### src/rtl/cmt_pkg.sv
package cmt_pkg;

  localparam int SRC_W = 3;
  localparam int PRE_W = 5;

  typedef enum logic [SRC_W-1:0] {
    SRC_DIV1  = 3'd0,
    SRC_DIV2  = 3'd1,
    SRC_DIV4  = 3'd2,
    SRC_DIV8  = 3'd3,
    SRC_DIV32 = 3'd4,
    SRC_EXT   = 3'd5,
    SRC_RSVD  = 3'd6,
    SRC_FAST  = 3'd7
  } src_e;

  // Decide whether the selected count source fires this cycle.
  function automatic logic src_fires(input logic [SRC_W-1:0] src,
                                     input logic [PRE_W-1:0] pre,
                                     input logic ext_rise,
                                     input logic fast);
    logic r;
    case (src_e'(src))
      SRC_DIV1:  r = 1'b1;
      SRC_DIV2:  r = pre[0];
      SRC_DIV4:  r = &pre[1:0];
      SRC_DIV8:  r = &pre[2:0];
      SRC_DIV32: r = &pre[4:0];
      SRC_EXT:   r = ext_rise;
      SRC_FAST:  r = fast;
      default:   r = 1'b0;
    endcase
    return r;
  endfunction

endpackage

### src/rtl/cmt_prescale.sv
module cmt_prescale
  import cmt_pkg::*;
(
  input  logic             clk,
  input  logic             rst_n,
  input  logic             run,
  input  logic [SRC_W-1:0] src,
  input  logic             ext_clk,
  input  logic             fast_tick,
  output logic             tick,
  output logic             ext_rise
);

  logic [2:0]       sync_q;
  logic [PRE_W-1:0] pre_q;

  // Two synchronizer stages plus one history stage for edge detection.
  always_ff @(posedge clk or negedge rst_n) begin
    if (!rst_n) sync_q <= '0;
    else        sync_q <= {sync_q[1:0], ext_clk};
  end

  assign ext_rise = sync_q[1] & ~sync_q[2];

  always_ff @(posedge clk or negedge rst_n) begin
    if (!rst_n)   pre_q <= '0;
    else if (!run) pre_q <= '0;
    else          pre_q <= pre_q + 1'b1;
  end

  assign tick = run & src_fires(src, pre_q, ext_rise, fast_tick);

endmodule

### src/rtl/cmt_counter.sv
module cmt_counter #(
  parameter int CNT_W = 16
) (
  input  logic             clk,
  input  logic             rst_n,
  input  logic             tick,
  input  logic             clr_on_a,
  input  logic [CNT_W-1:0] cmp_a,
  input  logic             ld,
  input  logic [CNT_W-1:0] ld_val,
  output logic [CNT_W-1:0] cnt
);

  function automatic logic [CNT_W-1:0] next_count(input logic [CNT_W-1:0] c,
                                                  input logic [CNT_W-1:0] a,
                                                  input logic clr);
    if (clr && (c == a)) return '0;
    return c + 1'b1;
  endfunction

  always_ff @(posedge clk or negedge rst_n) begin
    if (!rst_n)     cnt <= '0;
    else if (ld)    cnt <= ld_val;
    else if (tick)  cnt <= next_count(cnt, cmp_a, clr_on_a);
  end

endmodule

### src/rtl/cmt_channel.sv
module cmt_channel #(
  parameter int CNT_W = 16
) (
  input  logic             clk,
  input  logic             rst_n,
  input  logic             run,
  input  logic             pwm,
  input  logic             lvl,
  input  logic             tick,
  input  logic [CNT_W-1:0] cnt,
  input  logic [CNT_W-1:0] cmp,
  output logic             match_ev,
  output logic             pin
);

  logic tog_q;
  logic below;

  assign match_ev = tick && (cnt == cmp);
  assign below    = cnt < cmp;

  always_ff @(posedge clk or negedge rst_n) begin
    if (!rst_n)        tog_q <= 1'b0;
    else if (!run)     tog_q <= lvl;
    else if (match_ev) tog_q <= ~tog_q;
  end

  always_comb begin
    if (!run)     pin = lvl;
    else if (pwm) pin = below ? lvl : ~lvl;
    else          pin = tog_q;
  end

endmodule

### src/rtl/cmt_top.sv
module cmt_top
  import cmt_pkg::*;
#(
  parameter int CNT_W  = 16,
  parameter int NCH    = 4,
  parameter int ADDR_W = 3
) (
  input  logic              clk,
  input  logic              rst_n,
  input  logic              wr_en,
  input  logic [ADDR_W-1:0] wr_addr,
  input  logic [CNT_W-1:0]  wr_data,
  input  logic [ADDR_W-1:0] rd_addr,
  output logic [CNT_W-1:0]  rd_data,
  input  logic              ext_clk,
  input  logic              fast_tick,
  output logic [NCH-1:0]    tmr_out,
  output logic [NCH-1:0]    match_flag
);

  localparam int SRC_LSB  = NCH;
  localparam int CLR_BIT  = NCH + SRC_W;
  localparam int A_CTRL   = 0;
  localparam int A_MODE   = 1;
  localparam int A_FLAG   = 2;
  localparam int A_CNT    = 3;
  localparam int CMP_BASE = 4;

  logic [NCH-1:0]   lvl_q;
  logic [SRC_W-1:0] src_q;
  logic             clr_q;
  logic             run_q;
  logic             pwm_q;
  logic [NCH-1:0]   flags_q;
  logic [CNT_W-1:0] cmp_q [NCH];
  logic [CNT_W-1:0] cnt;
  logic             tick;
  logic             ext_rise;
  logic [NCH-1:0]   match_ev;

  logic ctrl_wr, mode_wr, flag_wr, cnt_ld;
  assign ctrl_wr = wr_en && (wr_addr == ADDR_W'(A_CTRL));
  assign mode_wr = wr_en && (wr_addr == ADDR_W'(A_MODE));
  assign flag_wr = wr_en && (wr_addr == ADDR_W'(A_FLAG));
  assign cnt_ld  = wr_en && (wr_addr == ADDR_W'(A_CNT));

  always_ff @(posedge clk or negedge rst_n) begin
    if (!rst_n) begin
      lvl_q <= '0;
      src_q <= '0;
      clr_q <= 1'b0;
    end else if (ctrl_wr) begin
      lvl_q <= wr_data[NCH-1:0];
      src_q <= wr_data[SRC_LSB +: SRC_W];
      clr_q <= wr_data[CLR_BIT];
    end
  end

  always_ff @(posedge clk or negedge rst_n) begin
    if (!rst_n) begin
      run_q <= 1'b0;
      pwm_q <= 1'b0;
    end else if (mode_wr) begin
      run_q <= wr_data[0];
      pwm_q <= wr_data[1];
    end
  end

  for (genvar i = 0; i < NCH; i++) begin : g_cmp
    always_ff @(posedge clk or negedge rst_n) begin
      if (!rst_n)
        cmp_q[i] <= '0;
      else if (wr_en && (wr_addr == ADDR_W'(CMP_BASE + i)))
        cmp_q[i] <= wr_data;
    end
  end

  cmt_prescale u_pre (
    .clk       (clk),
    .rst_n     (rst_n),
    .run       (run_q),
    .src       (src_q),
    .ext_clk   (ext_clk),
    .fast_tick (fast_tick),
    .tick      (tick),
    .ext_rise  (ext_rise)
  );

  cmt_counter #(.CNT_W(CNT_W)) u_cnt (
    .clk      (clk),
    .rst_n    (rst_n),
    .tick     (tick),
    .clr_on_a (clr_q),
    .cmp_a    (cmp_q[0]),
    .ld       (cnt_ld),
    .ld_val   (wr_data),
    .cnt      (cnt)
  );

  for (genvar i = 0; i < NCH; i++) begin : g_ch
    cmt_channel #(.CNT_W(CNT_W)) u_ch (
      .clk      (clk),
      .rst_n    (rst_n),
      .run      (run_q),
      .pwm      (pwm_q),
      .lvl      (lvl_q[i]),
      .tick     (tick),
      .cnt      (cnt),
      .cmp      (cmp_q[i]),
      .match_ev (match_ev[i]),
      .pin      (tmr_out[i])
    );
  end

  // A new match wins over a clearing write in the same cycle.
  always_ff @(posedge clk or negedge rst_n) begin
    if (!rst_n)       flags_q <= '0;
    else if (flag_wr) flags_q <= (flags_q & wr_data[NCH-1:0]) | match_ev;
    else              flags_q <= flags_q | match_ev;
  end

  assign match_flag = flags_q;

  always_comb begin
    rd_data = '0;
    case (rd_addr)
      ADDR_W'(A_CTRL): begin
        rd_data[NCH-1:0]          = lvl_q;
        rd_data[SRC_LSB +: SRC_W] = src_q;
        rd_data[CLR_BIT]          = clr_q;
      end
      ADDR_W'(A_MODE): rd_data[1:0]     = {pwm_q, run_q};
      ADDR_W'(A_FLAG): rd_data[NCH-1:0] = flags_q;
      ADDR_W'(A_CNT):  rd_data          = cnt;
      default: begin
        for (int i = 0; i < NCH; i++)
          if (rd_addr == ADDR_W'(CMP_BASE + i)) rd_data = cmp_q[i];
      end
    endcase
  end

endmodule

### config.mk
export PLATFORM = sky130hd
export DESIGN_NAME = cmt_top
export DESIGN_NICKNAME = d
export VERILOG_FILES = /design/src/rtl/cmt_pkg.sv /design/src/rtl/cmt_prescale.sv /design/src/rtl/cmt_counter.sv /design/src/rtl/cmt_channel.sv /design/src/rtl/cmt_top.sv
export SDC_FILE = /design/constraint.sdc
export NUM_CORES = 1
export LEC_CHECK = 0
export BUFFER_PORTS_ARGS = -buffer_cell sky130_fd_sc_hd__clkbuf_2
export CAP_MARGIN = 30
export CORE_ASPECT_RATIO = 0.7
export CORE_MARGIN = 5
export CORE_UTILIZATION = 30
export DETAILED_ROUTE_END_ITERATION = 6
export GPL_TIMING_DRIVEN = 0
export PLACE_DENSITY = 0.53
export SLEW_MARGIN = 20
export SYNTH_ARGS = -nofsm -noshare
export SYNTH_HDL_FRONTEND = slang
export SYNTH_SLANG_ARGS = --single-unit
### constraint.sdc
create_clock -name clk -period 2.6 [get_ports clk]
set_input_delay 0.26 -clock clk [delete_from_list [all_inputs] [get_ports clk]]
set_output_delay 0.26 -clock clk [all_outputs]
set_load 0.02 [all_outputs]
Yosys cells after proc, flatten, opt, wreduce, memory -nomap -nowiden --
Cells that the tools add are included.
Word-level totals: output and inout port bits 24, bits in registers 106
Cells by class: order comparisons 4, bitwise logic cells 14, reduce and logical (&&, ||, !) cells 22, equal/unequal tests 28, multiplexer cells 38, add/subtract/negate cells 2
Operator list (number):
- 16-bit two-way mux | 8
- 16-bit equality test | 4
- 16-bit < comparator | 4
- 3-bit equality test, second input constant | 11
- 1-bit two-way mux | 23
- 3-bit by 2-bit equality test with 1-bit output, second input constant | 6
- 16-bit by 1-bit adder with 16-bit output, second input constant | 1
- 2-bit case mux with 4 select lines | 2
- 8-bit case mux with 2 select lines | 1
- 1-bit logical AND | 13
- 4-bit case mux with 3 select lines | 1
- 3-bit by 1-bit equality test with 1-bit output, second input constant | 3
- 3-bit logical NOT | 3
- 1-bit inverter | 9
- 2-bit by 1-bit != test with 1-bit output, second input constant | 4
- 4-bit OR | 2
- 1-bit case mux with 7 select lines | 1
- 5-bit by 1-bit adder with 5-bit output, second input constant | 1
- 5-bit two-way mux | 1
- 5-bit AND reduction | 1
- 4-bit bitwise AND | 1
- 4-bit two-way mux | 1
- 3-bit AND reduction | 1
- 3-bit OR reduction | 1
- 4 further kinds | 5

Depth between registers and ports, before layout --
Gate-level depths: netlist of the first run.
depth after elaboration 9, mapped depth 10, gate-level depth less buffers 9

Hierarchy --
Synthesis of the first run repeated with hierarchy kept, for this count alone.
Unflattened totals: cell total of the unflattened synthesis 685, area, all modules 7343.3 um2
By module, submodules not included:
- cmt_top | seq. area each 1951.9 um2, times used 1, cells an instance 259, area an instance 3699.8 um2
- cmt_channel | seq. area each 25.0 um2, times used 4, cells an instance 66, area an instance 509.2 um2
- cmt_counter | seq. area each 400.4 um2, times used 1, cells an instance 134, area an instance 1237.4 um2
- cmt_prescale | seq. area each 200.2 um2, times used 1, cells an instance 28, area an instance 369.1 um2

Worst setup path before layout of the first run --
OpenSTA, ideal clock, no wires.
path type reg2out, start point register u_cnt.cnt[1], end point output tmr_out[3], cell stages (with the launch flop) 9, data arrival time 1880 ps, setup slack 460 ps, cells stage by stage dfrtp_1 ha_1 nor2b_1 o211ai_1 a2111o_1 o211ai_1 mux2i_1 a221o_1 buf_4
Between the ends: cells in the longest elaborated chain, start to end 4
Ends and longest elaborated chain:
- start: declaration | line cmt_counter.sv:11 | output logic [CNT_W-1:0] cnt
- start signal: assignment | line cmt_counter.sv:23 | else if (ld) cnt <= ld_val;
- start signal: assignment | line cmt_counter.sv:24 | else if (tick) cnt <= next_count(cnt, cmp_a, clr_on_a);
- 16-bit < comparator | line cmt_channel.sv:20 | assign below = cnt < cmp;
- 1-bit two-way mux (2 in series) | line cmt_channel.sv:30 | else if (pwm) pin = below ? lvl : ~lvl;
- 1-bit two-way mux | line cmt_channel.sv:29 | if (!run) pin = lvl;
- end: declaration | line cmt_top.sv:17 | output logic [NCH-1:0] tmr_out,
No other way between the ends.

Worst setup path after layout of the first run --
start point register u_cnt.cnt[7], end point output tmr_out[3]
The elaborated chain is that of the path after synthesis.

==> flow_metrics.env, run 1 <==
export IMPL_hold_ws_ns=0.167
export IMPL_boundaryPins=51
export IMPL_start_kind="register"
export IMPL_tightest_slew_ns=0.969
export IMPL_cellPowerDensity_mw_per_mm2=826
export IMPL_finalSetupViolCount=4
export IMPL_pre_cts_ws_ns=-0.128
export IMPL_dr_wl_met2_um=8390
export IMPL_seq_area_frac_synth_pct=38.7
export IMPL_setup_slack_ns=-0.228
export IMPL_crit_chain="ha_4 > nand4_1 > a2111o_1 > o211ai_1 > mux2i_1 > a221o_1 > clkbuf_8"
export IMPL_finalPower_w=0.00685
export IMPL_crit_arrival_ns=2.57
export IMPL_yosys_area_top_type="dfrtp_1"
export IMPL_grt_pass1_wl_um=33500
export IMPL_status="complete, but fails checks"
export IMPL_fin_setup_tns_ns=-0.614
export IMPL_hold_viol=0
export IMPL_overflow=0
export IMPL_path_max_fanout=5
export IMPL_syn_area_per_cell_um2=10.2
export IMPL_ant_nets=0
export IMPL_wl_per_cell_um=19.9
export IMPL_ys_top_cells_by_count="dfrtp_1, inv_1, ha_1"
export IMPL_yosysWarnings=0
export IMPL_drt_wl_total_um=21600
export IMPL_dpl_hpwl_um=16100
export IMPL_initial_utilization_pct=30.4
export IMPL_max_stage_delay_ns=0.48
export IMPL_violations="setup timing"
export IMPL_synth_flop_cell="dfrtp_1"
export IMPL_ys_seq_elements=106
export IMPL_clock_path_buffers=2
export IMPL_p_leak_nw=3.82
export IMPL_min_path_type="in -> reg"
export IMPL_period_share_pct=109
export IMPL_numClockSinks=106
export IMPL_port_buffers=48
export IMPL_route_vias_total=5564
export IMPL_path_buf_inv=1
export IMPL_synth_nets=768
export IMPL_end_kind="output port"
export IMPL_die_y_um=136
export IMPL_syn_inst=673
export IMPL_clock_root_buffer="clkbuf_16"
export IMPL_dieArea_mm2=0.0260
export IMPL_synth_area_leaders="dfrtp_1, ha_1, mux2_2"
export IMPL_fmax_mhz=354
export IMPL_vdd_drop_max_mv=0.404
export IMPL_die_w_um=191
export IMPL_drv_cap=0
export IMPL_netlist_area_mm2=0.00686
export IMPL_grt_pass1_vias=5519
export IMPL_async_flop_share_pct=100
export IMPL_wl_met1_um=11200
export IMPL_top_layer="met5"
export IMPL_design_core_area_mm2=0.0226
export IMPL_drc=0
export IMPL_rows=46
export IMPL_htree_levels=3
export IMPL_slew_violations=0
export IMPL_drtIter0Drc=359
export IMPL_clk_latency_ns=0.38
export IMPL_path_class="reg -> out"
export IMPL_crit_slowest_cell="dfrtp_2"
export IMPL_syn2layout_area_growth_pct=21.0
export IMPL_slew_limit_headroom_pct=35.1
export IMPL_path_delay_family="compound AO/OA/AOI/OAI gates"
export IMPL_layout_nets=861
export IMPL_drt_vias_per_instance=5.14
export IMPL_synth_edff_count=0
export IMPL_worst_clock_skew_ns=0.0175
export IMPL_clkSlewWorstSetupHoldPaths_ns=0.08
export IMPL_grt_use_total_pct=17.2
export IMPL_wl_met3_um=1720
export IMPL_antenna_found_initial=1
export IMPL_routabilityCongestion=0.950
export IMPL_drtPass1Iterations=6
export IMPL_synth_top_cell_area_share_pct=38.7
export IMPL_cts_tree="built"
export IMPL_min_period_ns=2.83
export IMPL_required_ns=2.34
export IMPL_drive_gt1_share_pct=29.6
export IMPL_n_antenna_cell=0
export IMPL_grt_max_degree=65
export IMPL_synth_cell_types=50
export IMPL_cts_inserted_buffers=9
export IMPL_rsz0062_at_grt="true"
export IMPL_yosysMostFrequentCell="dfrtp_1"
==> layout by cell type, fill, tap and decap left out, drive strengths merged, types with 3 or more instances in the layout <==
| master | Yosys | final |
|---|---|---|
| a211oi | 4 | 4 |
| inv | 73 | 75 |
| mux2i | 4 | 4 |
| ha | 68 | 68 |
| nor3 | 9 | 9 |
| buf | 13 | 44 |
| a22o | 8 | 8 |
| a221o | 3 | 3 |
| dfrtp | 106 | 106 |
| mux4 | 18 | 18 |
| o211ai | 4 | 4 |
| xor2 | 3 | 3 |
| and3 | 6 | 6 |
| nor4 | 6 | 6 |
| nor2 | 27 | 27 |
| a31oi | 5 | 5 |
| and2 | 10 | 10 |
| nand4 | 19 | 19 |
| nand2 | 44 | 44 |
| nand3b | 3 | 3 |
| mux2 | 61 | 61 |
| nor2b | 14 | 14 |
| a22oi | 10 | 10 |
| nand3 | 13 | 13 |
| a21oi | 45 | 45 |
| clkinv | 0 | 3 |
| a221oi | 5 | 5 |
| a21o | 13 | 13 |
| o21ai | 43 | 43 |
| clkbuf | 15 | 75 |
==> final timing paths <==
| check | start | end | slack [ns] | cells past startpoint |
|---|---|---|---|---|
| hold / removal | wr_data[13] | cmp_q[61] | 0.17 | 3 |
| min in group asynchronous | rst_n | cmp_q[26] | 0.39 | 2 |
| hold reg to reg | u_pre.sync_q[0] | u_pre.sync_q[1] | 0.35 | 0 |
| setup / recovery | u_cnt.cnt[7] | tmr_out[3] | -0.23 | 7 |
| max in group asynchronous | rst_n | u_cnt.cnt[3] | 1.53 | 3 |
| setup reg to reg | u_cnt.cnt[5] | u_cnt.cnt[8] | 0.09 | 8 |
==> what timing repair did <==
action	CTS	global route
pin swaps	15	15
resized for setup	44	12
cloned	0	0
hold endpoints to repair	43	0
endpoints found under the setup margin	10	19
hold buffers	2	0
buffers inserted	17	16
==> state kept, by name, indices dropped and copies added (netlist names) <==
| register | cells |
|---|---|
| clr_q | 1 |
| cmp_q | 64 |
| g_ch.u_ch.tog_q | 4 |
| lvl_q | 4 |
| match_flag | 4 |
| pwm_q | 1 |
| run_q | 1 |
| src_q | 3 |
| u_cnt.cnt | 16 |
| u_pre.pre_q | 5 |
| u_pre.sync_q | 3 |
==> where the power goes <==
part,switching (W),internal (W)
sequential,0.000456,0.00203
combinational,0.00156,0.00143
clock,0.000682,0.000693
total,0.00270,0.00415
==> area by class of cell <==
cell class	count	area (um2)
flip-flops and latches	106	2670
repair buffers	84	564
multi-input cells	466	3980
inverters	73	274
well taps	312	390
clock buffers	11	243
plain buffers	26	125
clock inverters	5	46.3
fillers	2334	14300
==> cell families after synthesis <==
| family | Yosys count | synth area share (%) |
|---|---|---|
| multiplexers | 83 | 16.5 |
| AND/OR/NAND/NOR | 161 | 12.0 |
| buffers and inverters | 101 | 5.97 |
| flip-flops | 106 | 38.7 |
| AO/OA/AOI/OAI | 149 | 13.7 |
| XOR/XNOR | 5 | 0.639 |
| adder cells (fa/ha/maj) | 68 | 12.4 |
==> worst min-delay path: stages <==
cell      delay [ns]
clkbuf_2        0.13
nand2_1         0.06
o21ai_0         0.06
==> stage by stage <==
| step | util (%) | cells | instance area, um2 |
|---|---|---|---|
| 2_1_floorplan | - | 673 | 6860 |
| 3_3_place_gp | 33.2 | 1033 | 7490 |
| 3_5_place_dp | 33.3 | 1034 | 7520 |
| 4_1_cts | 36.1 | 1067 | 8140 |
| 5_1_grt | 36.8 | 1083 | 8300 |
| 6_report | 36.8 | 1083 | 8300 |
==> routing by layer <==
layer,vias up,GRT usage [%]
li1,2621,-
met1,2753,26.6
met2,166,23.0
met3,22,5.47
met4,2,3.83
met5,-,0
(Power assumes the default switching activity.)
==> run 2: changes to the inputs <==
- ABC_AREA: not set -> 1
- PLACE_DENSITY: 0.53 -> not set
==> flow_metrics.env, run 2 <==
export IMPL_synth_nets=1033
export IMPL_fmax_mhz=398
export IMPL_crit_chain="ha_4 > nand2_2 > nor2_2 > nand4_1 > inv_1 > nand2_2 > nand3_2 > nand3_1 > nand2_1 > nand2_1 > buf_4 > buf_6"
export IMPL_die_w_um=191
export IMPL_reg2reg_slack_ns=0.14
export IMPL_syn2layout_area_growth_pct=20.3
export IMPL_n_antenna_cell=0
export IMPL_final_cell_mix="nand2_1, inv_1, o21ai_0"
export IMPL_layout_commonest_cell="nand2_1"
export IMPL_hold_ws_ns=0.0135
export IMPL_ys_top_cells_by_count="nand2_1, inv_1, dfrtp_1"
export IMPL_largest_register_ffs=64
export IMPL_regMostFlops="cmp_q"
export IMPL_synth_area_leaders="dfrtp_1, nand2_1, ha_1"
export IMPL_synth_cell_types=33
export IMPL_numClockSinks=106
export IMPL_required_ns=2.34
export IMPL_drtIter0Drc=722
export IMPL_pre_cts_ws_ns=0.265
export IMPL_htree_levels=3
export IMPL_drt_wl_total_um=22300
export IMPL_fin_util_pct=36.7
export IMPL_drt_vias_per_instance=4.92
export IMPL_grt_use_total_pct=16.8
export IMPL_route_vias_total=6542
export IMPL_rows=46
export IMPL_hold_viol=0
export IMPL_grt_max_degree=83
export IMPL_worstReg2RegEnd="u_cnt.cnt[2]"
export IMPL_clock_path_buffers=2
export IMPL_cts_inserted_buffers=9
export IMPL_clk_latency_ns=0.36
export IMPL_dpl_hpwl_um=17400
export IMPL_wl_per_cell_um=16.7
export IMPL_max_stage_delay_ns=0.53
export IMPL_worst_clock_skew_ns=0.0104
export IMPL_cellPowerDensity_mw_per_mm2=898
export IMPL_crit_arrival_ns=2.26
export IMPL_syn_area_per_cell_um2=7.37
export IMPL_min_path_type="in -> reg"
export IMPL_dieArea_mm2=0.0262
export IMPL_antenna_found_initial=0
export IMPL_ys_seq_elements=106
export IMPL_reg_top3="cmp_q x64, u_cnt.cnt x16, u_pre.pre_q x5"
export IMPL_instances_no_fill=1331
export IMPL_p_leak_nw=4.16
export IMPL_slew_violations=0
export IMPL_end_kind="output port"
export IMPL_yosysWarnings=0
export IMPL_yosysMostFrequentCell="nand2_1"
export IMPL_clkSlewWorstSetupHoldPaths_ns=0.07
export IMPL_drive_gt1_share_pct=16.1
export IMPL_design_area_mm2=0.00831
export IMPL_placed_cell_area_mm2=0.00758
export IMPL_crit_slowest_cell="dfrtp_2"
export IMPL_die_y_um=137
export IMPL_netlist_area_mm2=0.00691
export IMPL_port_buffers=49
export IMPL_synth_edff_count=0
export IMPL_grt_pass1_wl_um=33800
export IMPL_rsz0062_at_grt="true"
export IMPL_cts_tree="built"
export IMPL_slew_limit_headroom_pct=61.4
export IMPL_synth_top_cell_area_share_pct=38.4
export IMPL_drv_cap=0
export IMPL_ant_nets=0
export IMPL_drtPass1Iterations=5
export IMPL_syn_inst=938
export IMPL_design_core_area_mm2=0.0227
export IMPL_start_kind="register"
export IMPL_grt_pass1_vias=6032
export IMPL_initial_utilization_pct=30.5
export IMPL_boundaryPins=51
export IMPL_yosys_area_top_type="dfrtp_1"
export IMPL_clock_root_buffer="clkbuf_16"
export IMPL_reg2reg_depth=11
export IMPL_dp_cells=1300
export IMPL_synth_flop_cell="dfrtp_1"
export IMPL_crit_path_end="tmr_out[0]"
export IMPL_regToRegStartpoint="u_cnt.cnt[13]"
export IMPL_setup_worst_path_start="u_cnt.cnt[13]"
export IMPL_overflow=0
export IMPL_layout_nets=1109
export IMPL_period_share_pct=96.8
export IMPL_setup_slack_ns=0.0843
export IMPL_vdd_drop_max_mv=0.327
export IMPL_path_max_fanout=7
export IMPL_async_flop_share_pct=100
export IMPL_fill_cells=2407
export IMPL_min_period_ns=2.52
export IMPL_drc=0
export IMPL_path_class="reg -> out"
export IMPL_tightest_slew_ns=0.578
export IMPL_status="finished clean"
export IMPL_whs_path_depth=1
export IMPL_seq_area_frac_synth_pct=38.4
export IMPL_routabilityCongestion=0.911
export IMPL_finalSetupViolCount=0
## run 2: logic make-up (layout without fill, tap and decap cells)
logic type                 Yosys count  after routing  synth area share (%)
AOI/OAI and AO/OA                  191            191                  15.5
xor gates and xnor gates             5              5                 0.634
adders and majority gates           68             68                  12.3
buffers and inverters              171            252                  9.89
DFF                                106            106                  38.4
and+or+nand+nor                    397            397                  23.3
## run 2: area by class of cell
cell class | count | area, um2 | share of cell area (%)
clock buffers | 11 | 233 | 2.80
flip-flops and latches | 106 | 2670 | 32.1
repair buffers | 65 | 390 | 4.70
inverters | 142 | 538 | 6.47
multi-input cells | 661 | 3880 | 46.7
clock inverters | 5 | 61.3 | 0.737
plain buffers | 29 | 148 | 1.78
well taps | 312 | 390 | 4.70
## run 2: worst min path at each step
stage	start	to	slack [ns]
5_1_grt	ext_clk	u_pre.sync_q[0]	0.01
2_1_floorplan	rst_n	clr_q	-0.04
3_3_place_gp	u_pre.sync_q[1]	u_pre.sync_q[2]	0.37
6_report	ext_clk	u_pre.sync_q[0]	0.01
4_1_cts	ext_clk	u_pre.sync_q[0]	0.007
3_5_place_dp	rst_n	u_pre.pre_q[1]	0.16
## run 2: report_power, final
group          total (W)  switching [W]  internal, W
registers        0.00261       0.000571      0.00204
logic            0.00346        0.00204      0.00142
clock network    0.00140       0.000645     0.000756
total            0.00747        0.00326      0.00421
## run 2: what timing repair did
item | CTS | global route
setup endpoints to repair | 4 | 4
hold buffers | 1 | 0
buffers inserted | 0 | 14
pin swaps | 0 | 12
resized for setup | 7 | 57
endpoints found under the hold margin | 24 | 0
## run 2: stage by stage
step / TNS, ns / total power [W]
2_1_floorplan: 0 / 0.00450
3_3_place_gp: -33.82 / 0.00534
3_5_place_dp: 0 / 0.00544
4_1_cts: 0 / 0.00690
5_1_grt: -0.0950 / 0.00808
6_report: 0 / 0.00747
## run 2: routing by layer
metal	vias up	GRT usage [%]	wire length [um]
met2	204	25.0	9320
li1	3205	-	-
met4	0	3.31	352
met3	29	3.11	1650
met1	3104	25.4	10900
met5	-	0	0
## run 2: critical path, delay by kind of cell, from the launching register on
kind,cells,cell delay [ns]
buffers and inverters,3,0.35
flip-flops,1,0.53
AND/OR/NAND/NOR,8,0.69
adder cells (fa/ha/maj),1,0.32
